File: config.mk
export PLATFORM = sky130hd
export DESIGN_NAME = sync_live_monitor
export DESIGN_NICKNAME = d
export VERILOG_FILES = /design/src/rtl/sah_pkg.sv /design/src/rtl/sah_hyst.sv /design/src/rtl/sah_stab.sv /design/src/rtl/sync_live_monitor.sv
export SDC_FILE = /design/constraint.sdc
export NUM_CORES = 1
export LEC_CHECK = 0
export BUFFER_PORTS_ARGS = -buffer_cell sky130_fd_sc_hd__buf_2
export CAP_MARGIN = 15
export CELL_PAD_IN_SITES_DETAIL_PLACEMENT = 1
export CELL_PAD_IN_SITES_GLOBAL_PLACEMENT = 2
export CORE_UTILIZATION = 25
export DETAILED_ROUTE_END_ITERATION = 10
export PLACE_DENSITY_LB_ADDON = 0.15
export SYNTH_ARGS = -nofsm -noshare
export SYNTH_HDL_FRONTEND = slang
export SYNTH_SLANG_ARGS = --single-unit
File: constraint.sdc
create_clock -name clk -period 3.15 [get_ports clk]
set_input_delay 0.63 -clock clk [delete_from_list [all_inputs] [get_ports clk]]
set_output_delay 0.63 -clock clk [all_outputs]
set_load 0.03 [all_outputs]
File: src/rtl/sah_pkg.sv
package sah_pkg;

    // Counter action chosen for one strobe
    typedef enum logic [1:0] {
        HOP_CLEAR = 2'd0,
        HOP_UP    = 2'd1,
        HOP_DOWN  = 2'd2,
        HOP_FLIP  = 2'd3
    } hyst_op_e;

    // Snapshot of the measured timing of one frame
    typedef struct packed {
        logic        prog;
        logic [10:0] lines;
        logic [11:0] cpl;
    } timing_t;

    // Line-count validity depends on the scan type
    function automatic logic lines_ok(input logic prog_i, input int unsigned lines_i,
                                      input int unsigned min_prog, input int unsigned min_intl);
        return prog_i ? (lines_i >= min_prog) : (lines_i >= min_intl);
    endfunction

endpackage

File: src/rtl/sah_hyst.sv
module sah_hyst
    import sah_pkg::*;
#(
    parameter int CNT_W  = 4,
    parameter int ACQ_TH = 3,
    parameter int LOSS_TH = -5
) (
    input  logic clk,
    input  logic rst,
    input  logic stb,
    input  logic good,
    output logic live,
    output logic flip
);
    localparam logic signed [CNT_W-1:0] ACQ_S  = CNT_W'(ACQ_TH);
    localparam logic signed [CNT_W-1:0] LOSS_S = CNT_W'(LOSS_TH);

    logic signed [CNT_W-1:0] cnt_q;
    hyst_op_e op;

    always_comb begin
        if (!live && good)
            op = (cnt_q >= ACQ_S) ? HOP_FLIP : HOP_UP;
        else if (live && !good)
            op = (cnt_q <= LOSS_S) ? HOP_FLIP : HOP_DOWN;
        else
            op = HOP_CLEAR;
    end

    assign flip = stb && (op == HOP_FLIP);

    always_ff @(posedge clk) begin
        if (rst) begin
            live  <= 1'b0;
            cnt_q <= '0;
        end else if (stb) begin
            unique case (op)
                HOP_FLIP: begin
                    live  <= ~live;
                    cnt_q <= '0;
                end
                HOP_UP:   cnt_q <= cnt_q + 1'b1;
                HOP_DOWN: cnt_q <= cnt_q - 1'b1;
                default:  cnt_q <= '0;
            endcase
        end
    end
endmodule

File: src/rtl/sah_stab.sv
module sah_stab
    import sah_pkg::*;
#(
    parameter int STABLE_TH = 1
) (
    input  logic    clk,
    input  logic    rst,
    input  logic    stb,
    input  logic    valid,
    input  timing_t cur,
    output timing_t stor,
    output logic    stable,
    output logic    mode_chg
);
    localparam int SC_W = (STABLE_TH < 1) ? 1 : $clog2(STABLE_TH + 1);
    localparam logic [SC_W-1:0] TH_V = SC_W'(STABLE_TH);

    logic [SC_W-1:0] scnt_q;
    logic            differ;
    logic            take;

    assign take     = stb && valid;
    assign differ   = (cur != stor);
    assign mode_chg = take && !differ && (scnt_q != TH_V) && ((scnt_q + 1'b1) == TH_V);
    assign stable   = (scnt_q == TH_V);

    always_ff @(posedge clk) begin
        if (rst) begin
            stor   <= '0;
            scnt_q <= '0;
        end else if (take) begin
            stor <= cur;
            if (differ)
                scnt_q <= '0;
            else if (scnt_q != TH_V)
                scnt_q <= scnt_q + 1'b1;
        end
    end
endmodule

File: src/rtl/sync_live_monitor.sv
module sync_live_monitor
    import sah_pkg::*;
#(
    parameter int LINE_W    = 11,
    parameter int BYTE_W    = 8,
    parameter int HI_USED   = 4,
    parameter int MODE_W    = 2,
    parameter int CNT_W     = 4,
    parameter int ACQ_TH    = 3,
    parameter int LOSS_TH   = -5,
    parameter int MIN_PROG  = 200,
    parameter int MIN_INTL  = 400,
    parameter int STABLE_TH = 1
) (
    input  logic              clk,
    input  logic              rst,
    input  logic              frame_stb,
    input  logic              sync_seen,
    input  logic              prog,
    input  logic [LINE_W-1:0] line_total,
    input  logic [BYTE_W-1:0] cpl_hi,
    input  logic [BYTE_W-1:0] cpl_lo,
    input  logic [MODE_W-1:0] sync_mode_raw,
    output logic              live,
    output logic              live_chg,
    output logic [MODE_W-1:0] sync_mode,
    output logic [LINE_W-1:0] stor_lines,
    output logic [HI_USED+BYTE_W-1:0] stor_cpl,
    output logic              stor_prog,
    output logic              stable,
    output logic              mode_chg
);
    localparam int CPL_W = HI_USED + BYTE_W;

    logic             valid;
    logic             good;
    logic [CPL_W-1:0] cpl;
    logic             unused_hi_bits;
    timing_t          cur_t;
    timing_t          stor_t;

    assign cpl            = {cpl_hi[HI_USED-1:0], cpl_lo};
    assign unused_hi_bits = ^cpl_hi[BYTE_W-1:HI_USED];

    assign valid = lines_ok(prog, 32'(line_total), MIN_PROG, MIN_INTL);
    assign good  = sync_seen && valid;

    assign cur_t.prog  = prog;
    assign cur_t.lines = 11'(line_total);
    assign cur_t.cpl   = 12'(cpl);

    sah_hyst #(
        .CNT_W  (CNT_W),
        .ACQ_TH (ACQ_TH),
        .LOSS_TH(LOSS_TH)
    ) u_hyst (
        .clk (clk),
        .rst (rst),
        .stb (frame_stb),
        .good(good),
        .live(live),
        .flip(live_chg)
    );

    sah_stab #(
        .STABLE_TH(STABLE_TH)
    ) u_stab (
        .clk     (clk),
        .rst     (rst),
        .stb     (frame_stb),
        .valid   (valid),
        .cur     (cur_t),
        .stor    (stor_t),
        .stable  (stable),
        .mode_chg(mode_chg)
    );

    assign sync_mode  = live ? sync_mode_raw : '0;
    assign stor_lines = LINE_W'(stor_t.lines);
    assign stor_cpl   = CPL_W'(stor_t.cpl);
    assign stor_prog  = stor_t.prog;
endmodule

==> key figures, run 1 <==
Run status
  • Status: finished clean

Worst setup path
  • Startpoint Class: input pin
  • WP data required: around 3.4 ns
  • Reg2Reg Setup Slack: 0.71 ns
  • Critical path start-end classification: in -> reg
  • Worst setup EP type: register
  • CP arrival: 3.17 ns
  • Crit path max fanout: 3

Worst hold path
  • Hold WC Path Type: reg -> reg

Die
  • Die area: 6540 um^2
  • I/O pin total: 64
  • Core Rows: 28
  • Die width: a little over 80 um
  • Die H: slightly above 80 um
  • Initial Utilization: 0.261
  • Core area: 5960 um^2

Route
  • 1st-iter DRT viols: between 40 and 50
  • DRC viols: 0
  • DR pass1 iterations: 4
  • WL per Instance: 13.5 um
  • DRT antenna net count: 0
  • Total wire length: 4220 um
  • Vias: 1,419
  • Vias per cell: approximately 4.5

Placed design
  • I/O Buffers: 59
  • RePlAce Congestion: 0.731
  • Post-detail-place hpwl: 3310 um
  • Dpl ws: -0.313 ns
  • Placed instance area: 2010 um^2
  • Total placed cells including tap cells: roughly 300

Timing
  • Worst Max-Slew Pin Slew: just under 0.6 ns
  • WHS: 0.492 ns
  • Setup violations, final: 0
  • Post-layout min period: 2.97 ns
  • Relative slew slack: 0.605
  • RSZ-0062 raised after global routing: false
  • Max-slew violations: 0
  • Clk_skew: ~0.0064 ns
  • Final worst setup slack: 0.177 ns
  • Peak Freq: 0.336 GHz
  • TNS Setup: 0 ns
  • Fin crit share: 0.944
  • Final number of hold-violating endpoints: 0

Logic synthesis
  • Synth area leader: dfxtp_1
  • Post-synth top area share: 0.386
  • Syn_nets: 202
  • Post-synth ARST share: 0
  • Syn avg cell area: about 9.5 um^2
  • Ys Warns: 0
  • Post-synth EDFFs: 0
  • Register area share after synthesis: 0.386
  • Most frequent cell after synthesis: dfxtp_1
  • Ys flop type: dfxtp_1
  • Netlist Area Pre-Place: 1550 um^2
  • Top cells by area, synth: dfxtp_1 (39%), mux2i_1 (14%), xor2_1 (10%)
  • List of most frequent post-synthesis cells: dfxtp_1 (30), nor2_1 (26), mux2i_1 (22)
  • Seq cells post-synth: 30
  • Cells after synthesis: between 150 and 200
  • Yosys cell types: 31

Clock tree
  • Clock latency at the later pin of the worst-skew pair: 0.28 ns
  • Cts hold-fix bufs: 0
  • Buffer type at the clock tree root: clkbuf_8
  • CTS H-tree lvls: 2
  • CTS tree: built
  • CTS Buffer Depth: 2
  • CTS Sinks: 30
  • CTS buffer count: 5
  • Clock slew at reported path FFs: 0.06 ns

Cells and area
  • Post-Layout Cell Count: about 310
  • Layout net count: ~280
  • Share of post-route cells with drive strength above 1: 0.367
  • Cell area after layout: 2110 um^2
  • Layout fillers: 730
  • N_diodes: 0
  • Final Util: 0.355
  • P&R area growth vs syn: 36.1%

Global route
  • Pin count of the biggest net entering global routing: 31
  • Number of global-route vias before repair: 1,524
  • Initial antenna violation count: 0
  • GRT Total Usage: 0.140
  • First-pass GRT wire length: 6910 um
  • GRT Residual Overflow: 0

Pwr
  • Peak VDD IR: 0.000176 V
  • Leak Pwr: 1.07 nW
  • PD cells: 440 nW/um^2
  • Overall Power: roughly 0.93 mW

Job
  • Max cap viols: 0
[registers in the layout (all words and copies together) (netlist names)]
name / count
u_hyst.cnt_q: 4
u_stab.stable: 1
u_stab.stor: 24
u_hyst.live: 1
[path summary, 6_finish.rpt]
check                startpoint         endpoint  cells past startpoint
hold / removal    u_stab.stable    u_stab.stable                      2
hold reg to reg   u_stab.stable    u_stab.stable                      2
setup / recovery  line_total[6]  u_hyst.cnt_q[3]                     13
setup reg to reg    u_hyst.live  u_hyst.cnt_q[3]                      9
[worst max-delay path, stage by stage]
cell and delay [ns]:
buf_2 0.12, a21oi_1 0.10, a211oi_4 0.23, o21ai_1 0.11, or2_1 0.25, o31ai_2 0.26
ha_2 0.24, ha_1 0.23, a21o_1 0.19, a21oi_1 0.18, xor2_1 0.10, or3_1 0.36
a31oi_1 0.16
[cell type report]
type                       instances  area [um^2]  area share
clock buffer                       7         86.3      0.0408
multi-input combinational        126          932       0.441
timing repair buffer              72          393       0.186
sequential                        30          601       0.284
clock inverter                     1         5.00     0.00237
tap                               75         93.8      0.0444
inverter                           1         3.75     0.00178
[layout by cell type, fill, tap and decap left out, types with 3 or more instances in the layout]
| cell type | Yosys | final |
|---|---|---|
| ha_1 | 4 | 3 |
| nand2b_1 | 4 | 4 |
| mux2i_1 | 22 | 22 |
| xor2_1 | 18 | 18 |
| buf_4 | 0 | 13 |
| nand3_1 | 3 | 3 |
| a21oi_1 | 7 | 7 |
| nor4_1 | 4 | 4 |
| nand2_1 | 7 | 7 |
| and2_1 | 3 | 3 |
| xnor2_1 | 9 | 9 |
| clkbuf_8 | 0 | 6 |
| nor2_1 | 26 | 26 |
| dfxtp_1 | 30 | 30 |
| buf_2 | 2 | 59 |
| nand4_1 | 3 | 3 |
[cell families after synthesis]
| family | Yosys count | share of synthesized area |
|---|---|---|
| simple gates | 53 | 0.161 |
| flops | 30 | 0.386 |
| xor+xnor | 27 | 0.152 |
| mux | 23 | 0.149 |
| compound gates | 18 | 0.0878 |
| buf+inv | 7 | 0.0185 |
| fa+ha+maj | 5 | 0.0451 |
[routing by layer]
| layer | GRT usage | share of wire | routed length [um] |
|---|---|---|---|
| met2 | 0.247 | 0.51 | 2140 |
| met3 | 0.0438 | 0.047 | 200 |
| met1 | 0.156 | 0.43 | 1830 |
| met4 | 0.0500 | 0.011 | 45 |
| met5 | 0 | 0 | 0 |
[report_power, final]
part | internal [mW] | switching [mW] | total (mW)
registers | 0.400 | 0.0195 | 0.420
logic | 0.0803 | 0.114 | 0.194
clock network | 0.176 | 0.141 | 0.317
[repair_timing]
item | 4_1_cts | 5_1_grt
setup endpoints to repair | 2 | 2
pin swaps | 0 | 1
setup buffers | 0 | 1
gates resized for setup | 1 | 2
Power figures use the tool's default switching activity.
==> run 2, diff against run 1 <==
- CORE_UTILIZATION: 25 -> 29
- clock period: 3.15 -> 3.8 ns (I/O delays scaled with it)
==> run 2 against run 1 <==
Against the previous run:
- combinational power down 21%
- clock power down 16%
- highest routed layer unchanged
- largest power group unchanged
- critical endpoint is now live_chg
- non-clock buffer count down 11
==> key figures, run 2 (synthesis gave the netlist of run 1 again) <==
Route
  • DRT antenna net count: 0
  • Vias per cell: 4.60
  • Vias: between 1,000 and 1,500
  • DRC viols: 0
  • WL per Instance: 13.3 um
  • 1st-iter DRT viols: 21
  • Total wire length: 3940 um
  • DR pass1 iterations: 3

Pwr
  • PD cells: 379 nW/um^2
  • Leak Pwr: 1.02 nW
  • Sw frac: 0.297
  • Sequential power share: 0.453
  • Switching Power: around 0.23 mW
  • Peak VDD IR: 0.000161 V
  • Combinational Power Share: 0.200
  • Clock power share: 0.347
  • Internal: approximately 0.54 mW

Placed design
  • RePlAce Congestion: about 0.7
  • Placed instance area: 1930 um^2
  • I/O Buffers: 59
  • Post-detail-place hpwl: 3020 um
  • Total placed cells including tap cells: between 200 and 300

Timing
  • Fin crit share: 0.884
  • Final number of hold-violating endpoints: 0
  • Post-layout min period: 3.36 ns
  • Relative slew slack: 0.621
  • TNS Setup: 0 ns
  • Peak Freq: 0.298 GHz
  • Setup violations, final: 0
  • Clk_skew: 0.00750 ns
  • Worst Max-Slew Pin Slew: 0.568 ns
  • RSZ-0062 raised after global routing: false
  • Max-slew violations: 0

Cells and area
  • Max reg flops: 24
  • Layout fillers: 637
  • Register Area: 601 um^2
  • Cell area after layout: 2020 um^2
  • N_diodes: 0
  • Commonest non-fill, non-tap cells in the layout: buf_2 (59), dfxtp_1 (30), nor2_1 (26), mux2i_1 (22), xor2_1 (18)
  • Largest register by flop count: u_stab.stor
  • P&R area growth vs syn: 29.9%
  • Post-Layout Cell Count: 296
  • Share of post-route cells with drive strength above 1: 0.327
  • Largest regs: u_stab.stor x24, u_hyst.cnt_q x4
  • Area of the multi-input gates: around 900 um^2
  • Layout net count: around 260
  • Commonest non-fill, non-tap cell in the layout: buf_2
  • Final Util: 0.393

Clock tree
  • Post-cts gate resize count: 0
  • Cts hold-fix bufs: 0
  • CTS Sinks: 30
  • Clock slew at reported path FFs: 0.06 ns
  • Clock latency at the later pin of the worst-skew pair: 0.28 ns
  • Buffer type at the clock tree root: clkbuf_8
  • CTS buffer count: 5
  • Post-CTS setup buffers: 0
  • CTS tree: built
  • CTS Buffer Depth: 2
  • CTS H-tree lvls: 2

Die
  • Core Rows: 26
  • Die area: between 5000 and 6000 um^2
  • Core area: 5140 um^2
  • Die H: about 75 um
  • Initial Utilization: 0.302
  • I/O pin total: 64
  • Die width: between 70 and 80 um

Global route
  • GRT Total Usage: 0.150
  • Number of global-route vias before repair: about 1,400
  • GRT Residual Overflow: 0
  • First-pass GRT wire length: between 6000 and 7000 um
  • Initial antenna violation count: 0
  • Pin count of the biggest net entering global routing: 31

Worst setup path
  • Crit path max fanout: 5
  • Critical path start-end classification: in -> out
  • WP data required: just over 3 ns
  • CP arrival: 2.60 ns
  • Worst setup EP type: output pin
  • Reg2Reg Setup Slack: 1.35 ns
  • Critical Path Source: line_total[8]
  • Reg2Reg Launch Point: u_hyst.live
  • Startpoint Class: input pin

Job
  • Max cap viols: 0

Run status
  • Status: finished clean

Worst hold path
  • Hold WC Path Type: reg -> reg
  • HP Start: u_stab.stable
## run 2: path summary, 6_finish.rpt
path              cells past startpoint         endpoint
setup / recovery                      9         live_chg
hold / removal                        2    u_stab.stable
setup reg to reg                      9  u_hyst.cnt_q[3]
hold reg to reg                       2    u_stab.stable
## run 2: cell type report
cell class,count,area share
clock inverter,1,0.00248
tap,70,0.0434
inverter,1,0.00186
clock buffer,7,0.0428
multi-input combinational,126,0.458
timing repair buffer,61,0.154
sequential,30,0.298
## run 2: worst max-delay path, stage by stage
cell	delay [ns]
buf_2	0.14
o21ai_2	0.08
a211oi_4	0.31
o21ai_0	0.17
or2_1	0.27
o31ai_1	0.33
ha_1	0.20
and2_1	0.14
buf_2	0.20
## run 2: power groups by stage
stage	Clock [mW]	Sequential, mW	Combinational (mW)
final	0.265	0.347	0.153
after floorplan	0	0.384	0.0697
after global placement	0	0.352	0.151
after detailed placement	0	0.354	0.155
after CTS	0.277	0.347	0.156
after global routing	0.289	0.349	0.168
## run 2: per-layer routing
metal / global-route usage / share of wire / up-vias / wire (um)
li1: - / - / 675 / -
met1: 0.173 / 0.43 / 649 / 1710
met2: 0.255 / 0.50 / 31 / 1980
met3: 0.0509 / 0.049 / 6 / 191
met4: 0.0617 / 0.015 / 0 / 59
met5: 0 / 0 / - / 0
## run 2: stage by stage
step | power (mW) | hold slack (ns) | setup slack, ns
global route | 0.807 | 0.521 | 0.221
CTS | 0.780 | 0.488 | 0.418
detailed placement | 0.509 | 0.480 | 0.233
floorplan | 0.454 | 0.471 | 0.545
finish | 0.766 | 0.485 | 0.442
global placement | 0.504 | 0.473 | 0.310
==> run 3, diff against run 2 <==
- CELL_PAD_IN_SITES_DETAIL_PLACEMENT: 1 -> unset
- CELL_PAD_IN_SITES_GLOBAL_PLACEMENT: 2 -> unset
- CORE_UTILIZATION: 29 -> 51
==> run 3 against run 2 <==
Against the previous run:
- the run now ends with DRC left
- sequential power about the same
- final cell count down 14%
- setup slack worse by 0.019 ns
- critical path depth unchanged
- critical endpoint unchanged
- combinational power about the same
- largest power group unchanged
- total power down 11%
- register-to-register slack worse by 0.10 ns
- utilization up 29 points
==> key figures, run 3 (synthesis gave the netlist of run 1 again) <==
Worst hold path
  • Hold WC Path Type: reg -> reg
  • HP Start: u_stab.stable

Placed design
  • I/O Buffers: between 50 and 60
  • Post-detail-place hpwl: 2410 um
  • RePlAce Congestion: around 0.74

Clock tree
  • CTS buffer count: 5
  • Cts hold-fix bufs: 0
  • Post-CTS setup buffers: 0
  • CTS tree: built
  • Buffer type at the clock tree root: clkbuf_4
  • CTS H-tree lvls: 2
  • Post-cts gate resize count: 0
  • CTS Buffer Depth: 2
  • Clock slew at reported path FFs: 0.08 ns
  • Clock latency at the later pin of the worst-skew pair: 0.33 ns
  • CTS Sinks: 30

Global route
  • First-pass GRT wire length: approximately 5600 um
  • Number of global-route vias before repair: about 1,300
  • Initial antenna violation count: 0
  • Pin count of the biggest net entering global routing: 31
  • GRT Residual Overflow: 0
  • GRT Total Usage: 0.225

Pwr
  • Overall Power: 0.683 mW
  • Combinational Power Share: 0.220
  • PD cells: ~360 nW/um^2
  • Leak Pwr: 0.995 nW
  • Sw frac: 0.305
  • Internal: 0.475 mW
  • Peak VDD IR: 0.000276 V
  • Sequential power share: 0.508
  • Clock power share: 0.272
  • Switching Power: ~0.21 mW

Die
  • Die area: roughly 3300 um^2
  • Core area: approximately 2800 um^2
  • Die H: 57.2 um
  • I/O pin total: 64
  • Core Rows: 19
  • Initial Utilization: 0.549
  • Die width: 57.2 um

Timing
  • Relative slew slack: 0.617
  • Final number of hold-violating endpoints: 0
  • Setup violations, final: 0
  • Max-slew violations: 0
  • Clk_skew: about 0.0068 ns
  • Post-layout min period: roughly 3.4 ns
  • TNS Setup: 0 ns
  • RSZ-0062 raised after global routing: false
  • Peak Freq: around 0.30 GHz
  • Fin crit share: 0.889
  • WHS: 0.496 ns
  • Worst Max-Slew Pin Slew: about 0.57 ns

Route
  • Vias: 1,343
  • Total wire length: ~3200 um
  • DR pass1 iterations: 9
  • DRC viols: 5
  • 1st-iter DRT viols: between 40 and 50
  • WL per Instance: 12.7 um
  • Vias per cell: 5.29
  • DRT antenna net count: 0

Cells and area
  • Layout fillers: 230
  • Commonest non-fill, non-tap cell in the layout: buf_2
  • Final Util: 0.679
  • Layout net count: 263
  • Register Area: 601 um^2
  • Share of post-route cells with drive strength above 1: 0.323
  • Commonest non-fill, non-tap cells in the layout: buf_2 (59), dfxtp_1 (30), nor2_1 (26), mux2i_1 (22), xor2_1 (18)
  • Largest regs: u_stab.stor x24, u_hyst.cnt_q x4
  • N_diodes: 0
  • Largest register by flop count: u_stab.stor
  • Area of the multi-input gates: approximately 920 um^2
  • Max reg flops: 24
  • P&R area growth vs syn: 23.7%

Worst setup path
  • CP top delay family: compound AO/OA/AOI/OAI gates
  • Crit path max fanout: 4
  • Startpoint Class: input pin
  • Critical Path Source: line_total[6]
  • CP arrival: approximately 2.6 ns
  • Crit-path cells: buf_2 -> a21oi_1 -> a211oi_4 -> o21ai_0 -> or2_1 -> o31ai_1 -> ha_1 -> and2_1 -> buf_2
  • Crit-path slowest cell: o31ai_1
  • Crit path largest cell delay: 0.32 ns
  • Worst setup EP type: output pin
  • WP data required: between 3 and 4 ns
  • WP buf/inv: 2
  • Critical path start-end classification: in -> out
  • Top cell by count, worst path: buf_2
  • Reg2Reg Launch Point: u_hyst.live

Run status
  • Violated checks: DRC
  • Status: finished, violations left

Job
  • Max cap viols: 0
run 3: cell types whose count changed in the layout (fill, tap and decap cells not counted), sizes merged:
cell    previous run  this run
buf               61        60
clkinv             1         0
clkbuf             7         6
run 3: final timing paths:
check               endpoint  slack [ns]  depth (start not counted)
max reg2reg  u_hyst.cnt_q[3]        1.25                          9
min reg2reg    u_stab.stable        0.50                          2
min            u_stab.stable        0.50                          2
max                 live_chg        0.42                          9
run 3: area by class of cell:
cell class / count / share of cell area
Clock buffer: 6 / 0.0267
Sequential cell: 30 / 0.313
Tap cell: 31 / 0.0202
Multi-Input combinational cell: 126 / 0.481
Inverter: 1 / 0.00195
Timing Repair Buffer: 60 / 0.158
run 3: power groups by stage:
stage / registers [mW] / clock network (mW) / logic, mW
final: 0.347 / 0.186 / 0.150
after global routing: 0.350 / 0.210 / 0.163
after CTS: 0.347 / 0.193 / 0.151
after detailed placement: 0.354 / 0 / 0.150
after global placement: 0.352 / 0 / 0.147
after floorplan: 0.384 / 0 / 0.0697
run 3: stage by stage:
step           instances  setup WS [ns]  instance area, um^2
2_1_floorplan        163          0.545                 1550
3_3_place_gp         248          0.235                 1870
3_5_place_dp         248          0.107                 1870
4_1_cts              254          0.410                 1920
5_1_grt              254          0.200                 1920
6_report             254          0.424                 1920
run 3: routing by layer:
layer,up-vias,GRT usage,wire (um)
met4,0,0.0836,48
met2,51,0.368,1470
met3,6,0.0794,237
met1,609,0.272,1480
li1,677,-,-
met5,-,0,0
run 3: worst reg2reg max path: cells and delay by family, from the launching register on:
| kind | cells | cell delay [ns] |
|---|---|---|
| AO/OA/AOI/OAI | 4 | 0.82 |
| AND/OR/NAND/NOR | 2 | 0.61 |
| adder cells (fa/ha/maj) | 2 | 0.60 |
| flip-flops | 1 | 0.36 |
| XOR/XNOR | 1 | 0.10 |
